[config.mk]
export PLATFORM = sky130hd
export DESIGN_NAME = dbg_halt_ctl
export DESIGN_NICKNAME = d
export VERILOG_FILES = /design/src/rtl/dbg_halt_pkg.sv /design/src/rtl/dbg_halt_dp.sv /design/src/rtl/dbg_halt_ctrl.sv /design/src/rtl/dbg_halt_ctl.sv
export SDC_FILE = /design/constraint.sdc
export NUM_CORES = 1
export LEC_CHECK = 0
export ABC_AREA = 0
export ABC_CLOCK_PERIOD_IN_PS = 2500
export BUFFER_PORTS_ARGS = -buffer_cell sky130_fd_sc_hd__clkbuf_2
export CELL_PAD_IN_SITES_DETAIL_PLACEMENT = 0
export CELL_PAD_IN_SITES_GLOBAL_PLACEMENT = 1
export CORE_UTILIZATION = 39
export DETAILED_ROUTE_END_ITERATION = 6
export MAX_ROUTING_LAYER = met4
export PLACE_DENSITY_LB_ADDON = 0.1
export SYNTH_ARGS = -nofsm -noshare
export SYNTH_HDL_FRONTEND = slang
export SYNTH_SLANG_ARGS = --single-unit
[constraint.sdc]
create_clock -name clk -period 2.5 [get_ports clk]
set_clock_uncertainty 0.2 [all_clocks]
set_input_delay 0.25 -clock clk [delete_from_list [all_inputs] [get_ports clk]]
set_output_delay 0.25 -clock clk [all_outputs]
set_load 0.005 [all_outputs]
[src/rtl/dbg_halt_pkg.sv]
package dbg_halt_pkg;

  // Control-word bit positions (host software depends on these)
  localparam int BIT_HALTED = 0;
  localparam int BIT_START  = 1;
  localparam int BIT_RESUME = 2;
  localparam int BIT_STOP   = 3;
  localparam int BIT_EN_BRK = 4;
  localparam int BIT_EN_ADR = 5;

  localparam int         PREFIX_W = 3;
  localparam logic [2:0] PREFIX   = 3'b100;

  typedef enum logic [1:0] {
    RUN_HALTED = 2'd0,
    RUN_ACTIVE = 2'd1,
    RUN_STEP   = 2'd2
  } run_state_t;

  // Control -> datapath strobes
  typedef struct packed {
    logic wrCtrl;
    logic wrAddr;
    logic rdEn;
    logic rdCtrl;
    logic rdAddr;
    logic latchPc;
  } dbg_strobe_t;

  // Datapath -> control status
  typedef struct packed {
    logic hitRaw;
    logic pcMoved;
  } dbg_stat_t;

endpackage

[src/rtl/dbg_halt_dp.sv]
module dbg_halt_dp
  import dbg_halt_pkg::*;
#(
  parameter int DATA_W = 32,
  parameter int PC_W   = 32
) (
  input  logic              clk,
  input  logic              rst,
  input  dbg_strobe_t       stb,
  input  logic              isHalted,
  input  logic [DATA_W-1:0] wdata,
  input  logic [PC_W-1:0]   corePc,
  input  logic              coreBrk,
  output dbg_stat_t         stat,
  output logic [DATA_W-1:0] rdata
);

  logic            enBrk;
  logic            enAdr;
  logic [PC_W-1:0] haltAddr;
  logic [PC_W-1:0] skipPc;
  logic [DATA_W-1:0] ctrlWord;

  // Arming flags persist until the control word is rewritten
  always_ff @(posedge clk) begin
    if (rst) begin
      enBrk <= 1'b0;
      enAdr <= 1'b0;
    end else if (stb.wrCtrl) begin
      enBrk <= wdata[BIT_EN_BRK];
      enAdr <= wdata[BIT_EN_ADR];
    end
  end

  always_ff @(posedge clk) begin
    if (rst) haltAddr <= '0;
    else if (stb.wrAddr) haltAddr <= wdata[PC_W-1:0];
  end

  // Fetch address captured when continuing from a stop
  always_ff @(posedge clk) begin
    if (rst) skipPc <= '0;
    else if (stb.latchPc) skipPc <= corePc;
  end

  always_comb begin
    ctrlWord = '0;
    ctrlWord[BIT_HALTED] = isHalted;
    ctrlWord[BIT_EN_BRK] = enBrk;
    ctrlWord[BIT_EN_ADR] = enAdr;
  end

  always_ff @(posedge clk) begin
    if (rst) rdata <= '0;
    else if (stb.rdEn) begin
      if (stb.rdCtrl)      rdata <= ctrlWord;
      else if (stb.rdAddr) rdata <= DATA_W'(haltAddr);
      else                 rdata <= '0;
    end
  end

  assign stat.hitRaw  = (enAdr && (corePc == haltAddr)) || (enBrk && coreBrk);
  assign stat.pcMoved = (corePc != skipPc);

  AST_ARM_WRITE: assert property (@(posedge clk) disable iff (rst)
    stb.wrCtrl |=> (enAdr == $past(wdata[BIT_EN_ADR])) && (enBrk == $past(wdata[BIT_EN_BRK])));
  AST_CMD_READ_ZERO: assert property (@(posedge clk) disable iff (rst)
    (stb.rdEn && stb.rdCtrl) |=> (rdata[BIT_STOP:BIT_START] == 3'b000));
  AST_ADDR_WRITE: assert property (@(posedge clk) disable iff (rst)
    stb.wrAddr |=> (haltAddr == $past(wdata[PC_W-1:0])));
  AST_READ_HOLD: assert property (@(posedge clk) disable iff (rst)
    !stb.rdEn |=> $stable(rdata));

endmodule

[src/rtl/dbg_halt_ctrl.sv]
module dbg_halt_ctrl
  import dbg_halt_pkg::*;
#(
  parameter int ADDR_W   = 17,
  parameter int CTRL_IDX = 0,
  parameter int HADR_IDX = 1
) (
  input  logic              clk,
  input  logic              rst,
  input  logic              cpRe,
  input  logic              cpWe,
  input  logic [ADDR_W-1:0] cpAddr,
  input  logic [2:0]        cmdBits,   // {stop, resume, start}
  input  dbg_stat_t         stat,
  output dbg_strobe_t       stb,
  output logic              coreRun,
  output logic              isHalted
);

  localparam int IDX_W = ADDR_W - PREFIX_W - 2;

  logic             mapOk;
  logic [IDX_W-1:0] regIdx;
  logic             selCtrl, selAddr;
  logic             cmdStart, cmdResume, cmdStop;
  logic             condHit;
  run_state_t       state, stateNxt;

  assign mapOk   = (cpAddr[ADDR_W-1 -: PREFIX_W] == PREFIX) && (cpAddr[1:0] == 2'b00);
  assign regIdx  = cpAddr[ADDR_W-PREFIX_W-1:2];
  assign selCtrl = mapOk && (regIdx == IDX_W'(CTRL_IDX));
  assign selAddr = mapOk && (regIdx == IDX_W'(HADR_IDX));

  assign cmdStart  = cpWe && selCtrl && cmdBits[0];
  assign cmdResume = cpWe && selCtrl && cmdBits[1];
  assign cmdStop   = cpWe && selCtrl && cmdBits[2];

  // Enabled stop condition, masked while stepping off the resume address
  always_comb begin
    case (state)
      RUN_ACTIVE: condHit = stat.hitRaw;
      RUN_STEP:   condHit = stat.hitRaw && stat.pcMoved;
      default:    condHit = 1'b0;
    endcase
  end

  always_comb begin
    stateNxt = state;
    case (state)
      RUN_HALTED: begin
        if (cmdStop)        stateNxt = RUN_HALTED;
        else if (cmdResume) stateNxt = RUN_STEP;
        else if (cmdStart)  stateNxt = RUN_ACTIVE;
      end
      RUN_ACTIVE: begin
        if (cmdStop || condHit) stateNxt = RUN_HALTED;
      end
      RUN_STEP: begin
        if (cmdStop || condHit) stateNxt = RUN_HALTED;
        else if (stat.pcMoved)  stateNxt = RUN_ACTIVE;
      end
      default: stateNxt = RUN_HALTED;
    endcase
  end

  always_ff @(posedge clk) begin
    if (rst) state <= RUN_HALTED;
    else     state <= stateNxt;
  end

  assign isHalted = (state == RUN_HALTED);
  assign coreRun  = !isHalted && !condHit;

  always_comb begin
    stb.wrCtrl  = cpWe && selCtrl;
    stb.wrAddr  = cpWe && selAddr;
    stb.rdEn    = cpRe;
    stb.rdCtrl  = selCtrl;
    stb.rdAddr  = selAddr;
    stb.latchPc = isHalted && cmdResume && !cmdStop;
  end

  AST_RESET_HALTED: assert property (@(posedge clk) disable iff (rst)
    $past(rst) |-> isHalted);
  AST_HIT_STOPS: assert property (@(posedge clk) disable iff (rst)
    condHit |=> (state == RUN_HALTED));
  AST_STOP_WINS: assert property (@(posedge clk) disable iff (rst)
    cmdStop |=> (state == RUN_HALTED));
  AST_START_RUNS: assert property (@(posedge clk) disable iff (rst)
    (isHalted && cmdStart && !cmdResume && !cmdStop) |=> (state == RUN_ACTIVE));
  AST_RESUME_STEPS: assert property (@(posedge clk) disable iff (rst)
    (isHalted && cmdResume && !cmdStop) |=> (state == RUN_STEP));

endmodule

[src/rtl/dbg_halt_ctl.sv]
module dbg_halt_ctl
  import dbg_halt_pkg::*;
#(
  parameter int ADDR_W   = 17,
  parameter int DATA_W   = 32,
  parameter int PC_W     = 32,
  parameter int CTRL_IDX = 0,
  parameter int HADR_IDX = 1
) (
  input  logic              clk,
  input  logic              rst,
  input  logic              cpRe,
  input  logic              cpWe,
  input  logic [ADDR_W-1:0] cpAddr,
  input  logic [DATA_W-1:0] cpWdata,
  output logic [DATA_W-1:0] cpRdata,
  input  logic [PC_W-1:0]   corePc,
  input  logic              coreBrk,
  output logic              coreRun
);

  dbg_strobe_t stb;
  dbg_stat_t   stat;
  logic        isHalted;

  dbg_halt_ctrl #(
    .ADDR_W(ADDR_W), .CTRL_IDX(CTRL_IDX), .HADR_IDX(HADR_IDX)
  ) u_ctrl (
    .clk(clk), .rst(rst), .cpRe(cpRe), .cpWe(cpWe), .cpAddr(cpAddr),
    .cmdBits(cpWdata[BIT_STOP:BIT_START]), .stat(stat), .stb(stb),
    .coreRun(coreRun), .isHalted(isHalted)
  );

  dbg_halt_dp #(
    .DATA_W(DATA_W), .PC_W(PC_W)
  ) u_dp (
    .clk(clk), .rst(rst), .stb(stb), .isHalted(isHalted), .wdata(cpWdata),
    .corePc(corePc), .coreBrk(coreBrk), .stat(stat), .rdata(cpRdata)
  );

endmodule

# Yosys cells after proc, flatten, opt, wreduce, memory -nomap -nowiden
# Cells that the tools add are included.
classes:
  eq_ne: 9
  mux: 10
  n_reduce_logical: 23
ops:
  columns: ["op", "count"]
  rows:
  - ["2-to-1 mux 32 bit", 2]
  - ["== test 32 bit", 1]
  - ["!= test 32 bit", 1]
  - ["logical AND 1 bit", 14]
  - ["== test 12 x 1 -> 1 bit (second input constant)", 1]
  - ["zero test 12 bit", 1]
  - ["2-to-1 mux 2 bit", 6]
  - ["one-hot mux 2 bit (3 select lines)", 1]
  - ["zero test 2 bit", 2]
  - ["!= test 4 bit (second input constant)", 1]
  - ["== test 3 bit (second input constant)", 1]
  - ["zero test 1 bit", 3]
  - ["!= test 3 x 1 -> 1 bit (second input constant)", 1]
  - ["AND reduction 3 bit", 1]
  - ["== test 2 x 1 -> 1 bit (second input constant)", 1]
  - ["== test 2 bit (second input constant)", 1]
  - ["logical OR 1 bit", 2]
  - ["!= test 2 x 1 -> 1 bit (second input constant)", 1]
  - ["one-hot mux 1 bit (2 select lines)", 1]
word_totals:
  ff_bits: 100
  in_bits: 86

# Logic depth before layout (Yosys ltp)
# Gate-level depths: netlist (run 1).
logic_depth:
  depth_word: 9
  ltp_mapped: 10
  depth_no_buf: 7

# Modules after synthesis
# A second synthesis (run 1) with hierarchy kept.
unflattened:
  hier_cells: 493
  area_unflattened_um2: 4623.2
by_module_without_submodules:
  columns: ["module", "instances", "cells_per_inst", "area_each_um2"]
  rows:
  - ["dbg_halt_dp", 1, 446, 4205.3]
  - ["dbg_halt_ctrl", 1, 47, 417.9]

# Worst setup path after synthesis (run 1)
# OpenSTA, ideal clock, no wires.
synth_timing:
  path_kind: "input port to flip-flop"
  startpoint: "in cpAddr[7]"
  endpoint: "reg u_dp.skipPc[18]"
  setup_time_ps: 143
  arrival_time_ps: 1617
  path_slack_ps: 540
  stages: 9
  cell_sequence: "nor4_1 > and4_1 > buf_4 > and3b_1 > buf_6 > nand4b_2 > clkbuf_1 > nand2_1 > a21oi_2"
synth_between:
  elab_chain_len: 6
  elab_cells_between_ends: 8
synth_lines:
  columns: ["item", "line_no", "text"]
  rows:
  - ["start: declaration", "dbg_halt_ctl.sv:14", "input logic [ADDR_W-1:0] cpAddr,"]
  - ["zero test 12 bit *", "dbg_halt_ctrl.sv:31", "assign selCtrl = mapOk && (regIdx == IDX_W'(CTRL_IDX));"]
  - ["logical AND 1 bit *", "dbg_halt_ctrl.sv:31", null]
  - ["logical AND 1 bit *", "dbg_halt_ctrl.sv:35, dbg_halt_ctrl.sv:36", null]
  - ["logical AND 1 bit, on equally long branches", "dbg_halt_ctrl.sv:35, dbg_halt_ctrl.sv:36", null]
  - ["logical AND 1 bit / zero test 1 bit (equally long branches)", "dbg_halt_ctrl.sv:80", "stb.latchPc = isHalted && cmdResume && !cmdStop;"]
  - ["logical AND 1 bit *", "dbg_halt_ctrl.sv:80", null]
  - ["end signal: assignment", "dbg_halt_dp.sv:43", "else if (stb.latchPc) skipPc <= corePc;"]
  - ["end: declaration", "dbg_halt_dp.sv:21", "logic [PC_W-1:0] skipPc;"]
# Every way passes the cells marked *; elsewhere a longest branch is shown, timed or not.
# A chain may end at the register's enable or synchronous reset.

# Worst setup path after layout (run 1)
layout_timing:
  startpoint: "reg u_dp.haltAddr[13]"
  endpoint: "out coreRun"
layout_between:
  elab_chain_len: 7
layout_lines:
  columns: ["item", "line_no", "text"]
  rows:
  - ["start: declaration", "dbg_halt_dp.sv:20", "logic [PC_W-1:0] haltAddr;"]
  - ["start signal: assignment", "dbg_halt_dp.sv:37", "else if (stb.wrAddr) haltAddr <= wdata[PC_W-1:0];"]
  - ["== test 32 bit *", "dbg_halt_dp.sv:62", "assign stat.hitRaw = (enAdr && (corePc == haltAddr)) || (enBrk && coreBrk);"]
  - ["logical AND 1 bit *", "dbg_halt_dp.sv:62", null]
  - ["logical OR 1 bit *", "dbg_halt_dp.sv:62", null]
  - ["logical AND 1 bit", "dbg_halt_ctrl.sv:42", "RUN_STEP: condHit = stat.hitRaw && stat.pcMoved;"]
  - ["one-hot mux 1 bit (2 select lines) *", "dbg_halt_ctrl.sv:40", "case (state)"]
  - ["zero test 1 bit *", "dbg_halt_ctrl.sv:72", "assign coreRun = !isHalted && !condHit;"]
  - ["logical AND 1 bit *", "dbg_halt_ctrl.sv:72", null]
  - ["end: declaration", "dbg_halt_ctl.sv:19", "output logic coreRun"]
# Marked as above.

==> results.cfg, run 1 <==
[routing]
vias_per_cell = 4.92
ant_nets = 0
drt-total-wl_mm = 14.0
dr.pass1.iters = 6
wl_per_cell_microns = 16.1
vias = 4278
drc = 8
drt_first_iter_violations = 271

[place]
dpl-instance-area_sq_mm = 0.00539
io_buffer_count = 118
dp_slack_ns = -0.0976
dp_hpwl_mm = 9.76
place.gp.congestion = 0.812

[worst_hold_path]
hold_end = u_dp.skipPc[6]$_SDFFE_PP0P_
hold_class = input port to register
hold_start = corePc[6]
holdPathStages = 3

[setup_path]
crit_type = register to output port
regToRegSetupSlack_ns = 0.15
start_kind = register
r2r_start = u_dp.haltAddr[13]$_SDFFE_PP0P_
critPathRequiredTime_ns = 2.05
path_cells = xor2_1 -> nor4_2 -> nand4_1 -> nor3_2 -> o221ai_2 -> nor2b_2 -> clkbuf_2
r2r-end = u_ctrl.state[1]$_SDFFE_PP0P_
critical-path-top-delay-family = simple AND/OR/NAND/NOR gates
reg2reg_depth = 8
cp-end-kind = output port
worst-path-stages = 7
arrival_ns = 2.07
cp_slowest_cell = nor4_2
cpPeakStageDelay_ns = 0.43
critPathBufInv = 1
worstPathMaxFanout = 3

[die]
coreArea_sq_mm = 0.0115
initial_core_util = 0.404
ios = 119
die_x_microns = 111
rows = 39
die_y_microns = 111
dieArea_sq_mm = 0.0124

[cts]
htreeDepth = 3
root_buffer = clkbuf_16
cts_tree = built
numCtsBuffers = 9
numClockSinks = 100
cts_buffer_depth = 2
path_clk_slew_ns = 0.07
worstSkewPairLatency_ns = 0.35

[power_and_ir_drop]
p_leak_nw = 2.49
worst_ir_drop_vdd_uv = 321
power.density_mw_per_mm2 = 533

[timing]
hold_violations = 1
worstMarginPinSlew_ns = 0.501
holdWs_ns = -0.00306
drv_slew = 0
min_period_ns = 2.52
fmax_mhz = 397
setup_ws_ns = -0.0191
finalSetupViolCount = 1
rsz0062_at_grt = true
fin_crit_sh = 1.01
setup_tns_ns = -0.0191
slew_headroom = 0.666

[final_layout]
drive_gt1_frac = 0.302
area_delta_synth_final_pct = 37.9
seq_area_sq_mm = 0.00200
finalNetCount = 810
multiInputGateArea_sq_mm = 0.00252
mostFrequentLayoutCells = 117 x clkbuf_2, 108 x nand2_1, 98 x dfxtp_1
final_area_sq_mm = 0.00642
diodes = 0
fill_cells = 1103
utilization = 0.557
layout_commonest_cell = clkbuf_2

[synth]
syn_avg_cell_area_sq_um = 8.52
syn_nets = 635
yosysSeqAreaShare = 0.430
yosys.cell_types.count = 40
synth_area_leaders = dfxtp_1 43%, nand2_1 8.7%, a21oi_1 7.3%, xnor2_1 6.2%, xor2_1 5.8%
synth-async-reset-ratio = 0
synth_area_sq_mm = 0.00465
synth_top_flop_cell = dfxtp_1
post-synth-top-area-fraction = 0.430
ys_seq_elements = 100
yosysWarnings = 0
synth_cells = 546
synth_top_cell_by_area = dfxtp_1
synth_edf_count = 0

[global_routing]
grt_pass1_vias = 4221
antenna_found_initial = 0
grt_max_degree = 48
overflow = 0
track_usage = 0.240
grt_pass1_wl_mm = 22.2

[outcome]
status = complete, but fails checks
violations = DRC, hold timing, setup timing

[job]
drv_cap = 0
[cell families (layout without fill, tap and decap cells)]
logic type / after synthesis / after routing / synth area share
AO/OA/AOI/OAI: 108 / 108 / 0.147
adder cells (fa/ha/maj): 3 / 3 / 0.00807
flip-flops: 100 / 100 / 0.430
AND/OR/NAND/NOR: 231 / 231 / 0.240
multiplexers: 5 / 5 / 0.0116
XOR/XNOR: 64 / 64 / 0.120
buffers and inverters: 35 / 215 / 0.0422
[power by group]
part	switching (mW)	internal [mW]
clock network	0.623	0.909
registers	0.00000925	1.59
logic	0.142	0.153
total	0.764	2.65
[cells in the mapped netlist (all sizes together) (2+ instances only)]
cell type  instances
inv                2
nand3              6
nand4b             3
nor2b             30
clkbuf            22
ha                 3
xnor2             33
nand2            128
nor2              31
nor4              12
nand2b             3
a21boi             2
mux2               3
nand4              9
nor3               2
mux2i              2
xor2              31
buf               11
and3               2
a21oi             98
dfxtp            100
[through the flow]
| stage | std cells | hold slack (ns) | total power, mW |
|---|---|---|---|
| detailed placement | 789 | 0.260 | 1.84 |
| global placement | 789 | 0.255 | 1.84 |
| CTS | 868 | 0.00154 | 3.44 |
| finish | 869 | -0.00306 | 3.42 |
| global route | 869 | 0.0144 | 3.54 |
| floorplan | 546 | 0.177 | 1.71 |
[sequential cells by signal (all words and copies together), names as in the netlist]
name / flops
u_ctrl.state: 2
u_dp.skipPc: 32
u_dp.haltAddr: 32
u_dp.enBrk: 1
u_dp.rdata: 32
u_dp.enAdr: 1
[worst max path at each step]
stage                                         from                      endpoint  slack [ns]
floorplan                                cpAddr[7]  u_dp.skipPc[18]$_SDFFE_PP0P_        0.54
global placement                         corePc[8]                       coreRun       -0.09
detailed placement                       corePc[8]  u_ctrl.state[0]$_SDFFE_PP0P_        -0.1
CTS                    u_dp.skipPc[6]$_SDFFE_PP0P_                       coreRun      0.0007
global route        u_dp.haltAddr[13]$_SDFFE_PP0P_                       coreRun       -0.06
finish              u_dp.haltAddr[13]$_SDFFE_PP0P_                       coreRun       -0.02
[timing repair]
action,in CTS,in global routing
resized for setup,12,2
pin swaps,8,4
setup endpoints to repair,2,1
cloned,0,0
hold buffers,61,0
endpoints found under the hold margin,63,0
buffers inserted,2,1
[worst register-to-register path, stage by stage, from the launching register on]
cell and delay [ns]:
dfxtp_2 0.35, xor2_1 0.17, nor4_2 0.43, nand4_1 0.18, nor3_2 0.16, o221ai_2 0.13
buf_4 0.16, buf_4 0.13, o311ai_0 0.32
[final cells by class]
type,instances,area share
Inverter,2,0.00117
Tap cell,143,0.0279
Clock inverter,5,0.0131
Clock buffer,11,0.0378
Sequential cell,100,0.312
Timing Repair Buffer,197,0.214
Multi-Input combinational cell,411,0.393
[per-layer routing]
metal,global-route usage,routed length [microns],vias up
met5,-,0,-
met3,0.0268,615,12
met4,0.0901,234,0
met1,0.324,6760,1986
li1,-,-,2165
met2,0.368,6370,115
(Power assumes the default switching activity.)
==> run 2, diff against run 1 <==
--- a/config.mk
+++ b/config.mk
@@ -10,10 +10,11 @@
 export BUFFER_PORTS_ARGS = -buffer_cell sky130_fd_sc_hd__clkbuf_2
 export CELL_PAD_IN_SITES_DETAIL_PLACEMENT = 0
 export CELL_PAD_IN_SITES_GLOBAL_PLACEMENT = 1
-export CORE_UTILIZATION = 39
+export CORE_UTILIZATION = 40
 export DETAILED_ROUTE_END_ITERATION = 6
 export MAX_ROUTING_LAYER = met4
 export PLACE_DENSITY_LB_ADDON = 0.1
 export SYNTH_ARGS = -nofsm -noshare
 export SYNTH_HDL_FRONTEND = slang
+export SYNTH_HIERARCHICAL = 1
 export SYNTH_SLANG_ARGS = --single-unit
==> run 2 against run 1 <==
The flow now finishes without violations. Clock power shrank 16%. Worst setup slack better by 0.029 ns. Sequential share of layout area grew 1.1 points. First-iteration DRC count decreased by 34%. Cell area decreased by 3.4%. Fmax rose by 1.2%. Global-route usage down 1.8 points. Routed wire length down 11%. Power is 6.5% lower. Area after synthesis decreased by 0.65%. Flip-flop and latch count stayed put. Critical endpoint unchanged.
==> results.cfg, run 2 <==
[synth]
yosysSeqAreaShare = 0.433
syn_nets = 582
yosys.cell_types.count = 44
post-synth-top-area-fraction = 0.433
synth_top_cell_by_area = dfxtp_1
netlist_top_cells_count = 103 x nor2_1, 100 x dfxtp_1, 67 x mux2i_1
ys_seq_elements = 100
yosysWarnings = 6
syn_avg_cell_area_sq_um = 9.38
synth_top_family_by_area = simple AND/OR/NAND/NOR gates
synth-async-reset-ratio = 0
synth_xor_area_frac = 0.121
synth-simple-area-share = 0.200
synth.most_common_cell = nor2_1
synth_compound_area_frac = 0.0612
synthAdderAreaFrac = 0.00812
synth_edf_count = 0
synth_mux_area_frac = 0.145
synth_top_flop_cell = dfxtp_1
synth_area_sq_mm = 0.00462
synth_cells = 493
synth_area_leaders = dfxtp_1 43%, mux2i_1 15%, nor2_1 8.4%, xnor2_1 6.3%, xor2_1 5.9%

[setup_path]
r2r-end = u_ctrl/state[0]$_SDFFE_PP0P_
arrival_ns = 2.04
path_cells = xor2_1 -> nor4_2 -> nand4_1 -> o31ai_2 -> buf_4 -> a31oi_4 -> clkbuf_2
r2r_start = u_dp/haltAddr[28]$_SDFFE_PP0P_
cp-end-kind = output port
regToRegSetupSlack_ns = 0.09
cpPeakStageDelay_ns = 0.33
reg2reg_depth = 8
cp_slowest_cell = dfxtp_1
crit_type = register to output port
critPathRequiredTime_ns = 2.05
start_kind = register
worstPathMaxFanout = 2

[outcome]
status = finished, final reports clean

[die]
coreArea_sq_mm = 0.0110
rows = 38
die_y_microns = 110
initial_core_util = 0.419
die_x_microns = 110
dieArea_sq_mm = 0.0120
ios = 119

[place]
placed_cells = 764
dp_hpwl_mm = 8.94
io_buffer_count = 118
dp_slack_ns = -0.206
place.gp.congestion = 0.788

[global_routing]
grt_pass1_vias = 3878
grt_max_degree = 68
grt_pass1_wl_mm = 19.1
overflow = 0
track_usage = 0.222
antenna_found_initial = 0

[timing]
hold_violations = 0
min_period_ns = 2.49
slew_headroom = 0.503
rsz0062_at_grt = true
finalSetupViolCount = 0
fin_crit_sh = 0.996
worstMarginPinSlew_ns = 0.746
drv_slew = 0
setup_ws_ns = 0.00986
fmax_mhz = 402

[routing]
drc = 0
vias_per_cell = 4.94
wl_per_cell_microns = 15.4
vias = 3987
drt_first_iter_violations = 179
dr.pass1.iters = 4
drt-total-wl_mm = 12.4
ant_nets = 0

[cts]
root_buffer = clkbuf_16
numClockSinks = 100
worstSkewPairLatency_ns = 0.34
cts_buffer_depth = 2
numCtsBuffers = 9
path_clk_slew_ns = 0.06
htreeDepth = 3
cts_tree = built

[final_layout]
fill_cells = 1043
diodes = 0
final_cell_count_no_fill = 807
mostFrequentLayoutCells = 117 x clkbuf_2, 103 x nor2_1, 97 x dfxtp_1
largestRegisters = u_dp/haltAddr x32, u_dp/rdata x32, u_dp/skipPc x32
finalNetCount = 752
layout_commonest_cell = clkbuf_2
area_delta_synth_final_pct = 34.2
drive_gt1_frac = 0.289

[power_and_ir_drop]
worst_ir_drop_vdd_uv = 464
p_total_mw = 3.20
power.density_mw_per_mm2 = 515
p_leak_nw = 2.50

[worst_hold_path]
hold_start = corePc[23]
hold_end = u_dp/skipPc[23]$_SDFFE_PP0P_
hold_class = input port to register
holdPathStages = 3

[job]
drv_cap = 0
[run 2: cell types whose count changed after synthesis, moves of 10 or more]
cell / previous run / this run
a21oi_2: 30 / 1
nand2_2: 20 / 0
a21oi_1: 68 / 29
clkbuf_1: 22 / 12
nor2_1: 31 / 103
nand2_1: 108 / 8
mux2i_1: 2 / 67
[run 2: worst max path at each step]
| stage | from | to | slack (ns) | cells after the start |
|---|---|---|---|---|
| floorplan | u_dp/haltAddr[29]$_SDFFE_PP0P_ | u_ctrl/state[0]$_SDFFE_PP0P_ | 0.15 | 8 |
| global placement | corePc[19] | u_ctrl/state[0]$_SDFFE_PP0P_ | -0.15 | 9 |
| detailed placement | corePc[19] | u_ctrl/state[0]$_SDFFE_PP0P_ | -0.21 | 9 |
| CTS | u_dp/haltAddr[10]$_SDFFE_PP0P_ | coreRun | 0.01 | 7 |
| global route | u_dp/haltAddr[10]$_SDFFE_PP0P_ | coreRun | -0.08 | 7 |
| finish | u_dp/haltAddr[28]$_SDFFE_PP0P_ | coreRun | 0.01 | 7 |
[run 2: power breakdown]
group	internal, mW	switching (mW)
clock network	0.699	0.590
registers	1.60	0.00190
logic	0.154	0.155
total	2.45	0.747
[run 2: per-layer routing]
metal  track usage  vias to the layer above  share of wire
met5             -                        -              0
met1         0.274                     1863           0.47
met3        0.0575                       12          0.047
met4        0.0571                        0         0.0098
met2         0.361                       99           0.48
li1              -                     2013              -
[run 2: final cells by class]
cell class / count / area (sq um) / area share
multi-input cells: 363 / 2540 / 0.409
flip-flops and latches: 100 / 2010 / 0.323
repair buffers: 187 / 1210 / 0.194
clock buffers: 12 / 246 / 0.0397
well taps: 140 / 175 / 0.0282
clock inverters: 3 / 23.8 / 0.00383
inverters: 2 / 7.51 / 0.00121
[run 2: kinds of logic (layout without fill, tap and decap cells)]
logic type / Yosys count / count (layout)
flip-flops: 100 / 100
AND/OR/NAND/NOR: 184 / 184
AO/OA/AOI/OAI: 45 / 45
XOR/XNOR: 64 / 64
adder cells (fa/ha/maj): 3 / 3
multiplexers: 67 / 67
buffers and inverters: 30 / 204
[run 2: repair_timing]
item / CTS / global route
gates resized for setup: 8 / 5
hold buffers: 28 / 0
setup endpoints to repair: 3 / 3
hold endpoints to repair: 30 / 0
pin swaps: 5 / 9
setup buffers: 0 / 0
[run 2: stage by stage]
| step | area (sq um) | utilization | setup TNS [ns] | hold slack, ns |
|---|---|---|---|---|
| after detailed placement | 5590 | 0.507 | -0.360 | 0.292 |
| after global routing | 6200 | 0.562 | -0.105 | 0.0156 |
| after global placement | 5590 | 0.507 | -0.225 | 0.278 |
| final | 6200 | 0.562 | 0 | 0.00355 |
| after floorplan | 4620 | - | 0 | 0.114 |
| after CTS | 6170 | 0.560 | 0 | 0.00237 |
[run 2: critical path: cells and delay by family, from the launching register on]
family / cells / cell delay [ns]
xor+xnor: 1 / 0.17
buf+inv: 2 / 0.30
simple gates: 2 / 0.52
flops: 1 / 0.33
compound gates: 2 / 0.37
==> run 3, diff against run 2 <==
--- a/config.mk
+++ b/config.mk
@@ -14,6 +14,7 @@
 export DETAILED_ROUTE_END_ITERATION = 6
 export MAX_ROUTING_LAYER = met4
 export PLACE_DENSITY_LB_ADDON = 0.1
+export SETUP_SLACK_MARGIN = 0.02
 export SYNTH_ARGS = -nofsm -noshare
 export SYNTH_HDL_FRONTEND = slang
 export SYNTH_HIERARCHICAL = 1
==> run 3 against run 2 <==
Combinational power about the same. Cell area increased by 0.38%. Via count unchanged. First-iteration DRC count decreased by 7.8%. Fmax decreased by 0.20%. Clock power about the same. Sequential share of layout area decreased by 0.083 points. Routed wire length decreased by 0.19%. Flip-flop and latch count unchanged. Worst hold slack improved by 0.0024 ns. Sequential power about the same. Final cell count increased by 0.12%. Critical endpoint unchanged.
==> results.cfg, run 3 (synthesis results as in run 2) <==
[power_and_ir_drop]
p_total_mw = 3.19
sw_frac_of_total = 0.233
p_leak_nw = 2.51
intPower_mw = 2.45
worst_ir_drop_vdd_uv = 463
combPwrFrac = 0.097
pwr-share-clk = 0.402
seqPwrFrac = 0.500
power.density_mw_per_mm2 = 513
p_switching_mw = 0.745

[routing]
drt_first_iter_violations = 165
vias = 3987
wl_per_cell_microns = 15.3
vias_per_cell = 4.93
ant_nets = 0
dr.pass1.iters = 4
drt-total-wl_mm = 12.4
drc = 0

[cts]
htreeDepth = 3
root_buffer = clkbuf_16
numClockSinks = 100
cts_tree = built
cts_buffer_depth = 2
numCtsBuffers = 9
worstSkewPairLatency_ns = 0.34
path_clk_slew_ns = 0.06

[setup_path]
cp-end-kind = output port
arrival_ns = 2.05
crit_type = register to output port
critPathRequiredTime_ns = 2.05
start_kind = register
worstPathMaxFanout = 2

[timing]
slew_headroom = 0.496
drv_slew = 0
fmax_mhz = 401
fin_crit_sh = 0.998
hold_violations = 0
min_period_ns = 2.50
worstMarginPinSlew_ns = 0.756
rsz0062_at_grt = true
finalSetupViolCount = 0

[final_layout]
final_cell_count_no_fill = 808
mostFrequentLayoutCells = 117 x clkbuf_2, 103 x nor2_1, 95 x dfxtp_1
utilization = 0.564
largestRegisters = u_dp/haltAddr x32, u_dp/rdata x32, u_dp/skipPc x32
area_delta_synth_final_pct = 34.7
drive_gt1_frac = 0.296
final_area_sq_mm = 0.00623
finalNetCount = 753
diodes = 0
layout_commonest_cell = clkbuf_2

[global_routing]
grt_max_degree = 68
antenna_found_initial = 0
overflow = 0
grt_pass1_wl_mm = 19.1
track_usage = 0.222
grt_pass1_vias = 3882

[place]
dpl-instance-area_sq_mm = 0.00559
io_buffer_count = 118
placed_cells = 764
place.gp.congestion = 0.788
dp_hpwl_mm = 8.94

[die]
ios = 119
die_x_microns = 110
dieArea_sq_mm = 0.0120
coreArea_sq_mm = 0.0110
rows = 38
die_y_microns = 110
initial_core_util = 0.419

[job]
drv_cap = 0

[worst_hold_path]
hold_class = input port to register

[outcome]
status = finished, final reports clean
## run 3: cell types whose count changed in the layout (fill, tap and decap cells not counted)
cell     previous run  this run
xnor2_1            31        30
dfxtp_2             3         5
dfxtp_1            97        95
nor4_1              9         8
xnor2_2             2         3
buf_4              40        41
nor4_2              5         6
## run 3: path summary, 6_finish.rpt
path,depth (start not counted),endpoint,slack (ns),start
worst max-delay path,7,coreRun,0.005,u_dp/haltAddr[28]$_SDFFE_PP0P_
worst min-delay path,3,u_dp/skipPc[23]$_SDFFE_PP0P_,0.006,corePc[23]
worst max register to register,9,u_ctrl/state[0]$_SDFFE_PP0P_,0.08,u_dp/haltAddr[28]$_SDFFE_PP0P_
worst min register to register,2,u_dp/rdata[5]$_SDFFE_PP0P_,0.30,u_dp/rdata[5]$_SDFFE_PP0P_
## run 3: metrics by stage
step,TNS (ns),hold WS [ns],setup WS [ns]
finish,0,0.00594,0.00491
global route,-0.0862,0.0156,-0.0751
CTS,0,0.00237,0.0202
detailed placement,-0.360,0.292,-0.206
global placement,-0.225,0.278,-0.145
floorplan,0,0.114,0.147
## run 3: final cells by class
cell class	count	area [sq um]
sequential	100	2010
inverter	2	7.51
clock buffer	12	246
multi-input combinational	363	2550
tap	140	175
fill	1036	4800
timing repair buffer	188	1210
clock inverter	3	23.8
## run 3: power groups by stage
stage	clock [mW]	sequential, mW	combinational [mW]
3_5_place_dp	0	1.63	0.266
6_report	1.29	1.60	0.311
3_3_place_gp	0	1.63	0.263
2_1_floorplan	0	1.63	0.108
4_1_cts	1.33	1.60	0.305
5_1_grt	1.38	1.60	0.336
## run 3: what timing repair did
item                                    CTS  global route
buffers inserted                          1             0
endpoints found under the setup margin    3             3
hold buffers                             28             0
endpoints found under the hold margin    30             0
pin swaps                                 5            10
gates resized for setup                   8             9
## run 3: metal layers
layer / GRT usage / up-vias / share of wire
met1: 0.274 / 1873 / 0.47
met3: 0.0575 / 8 / 0.043
li1: - / 2013 / -
met4: 0.0571 / 0 / 0.0092
met2: 0.361 / 93 / 0.48
met5: - / - / 0
## run 3: worst max-delay path, cell delays in order (launching register included)
cell and delay [ns]:
dfxtp_2 0.33, xor2_1 0.16, nor4_2 0.31, nand4_1 0.22, o31ai_2 0.30, buf_4 0.17, a31oi_4 0.08, clkbuf_2 0.13
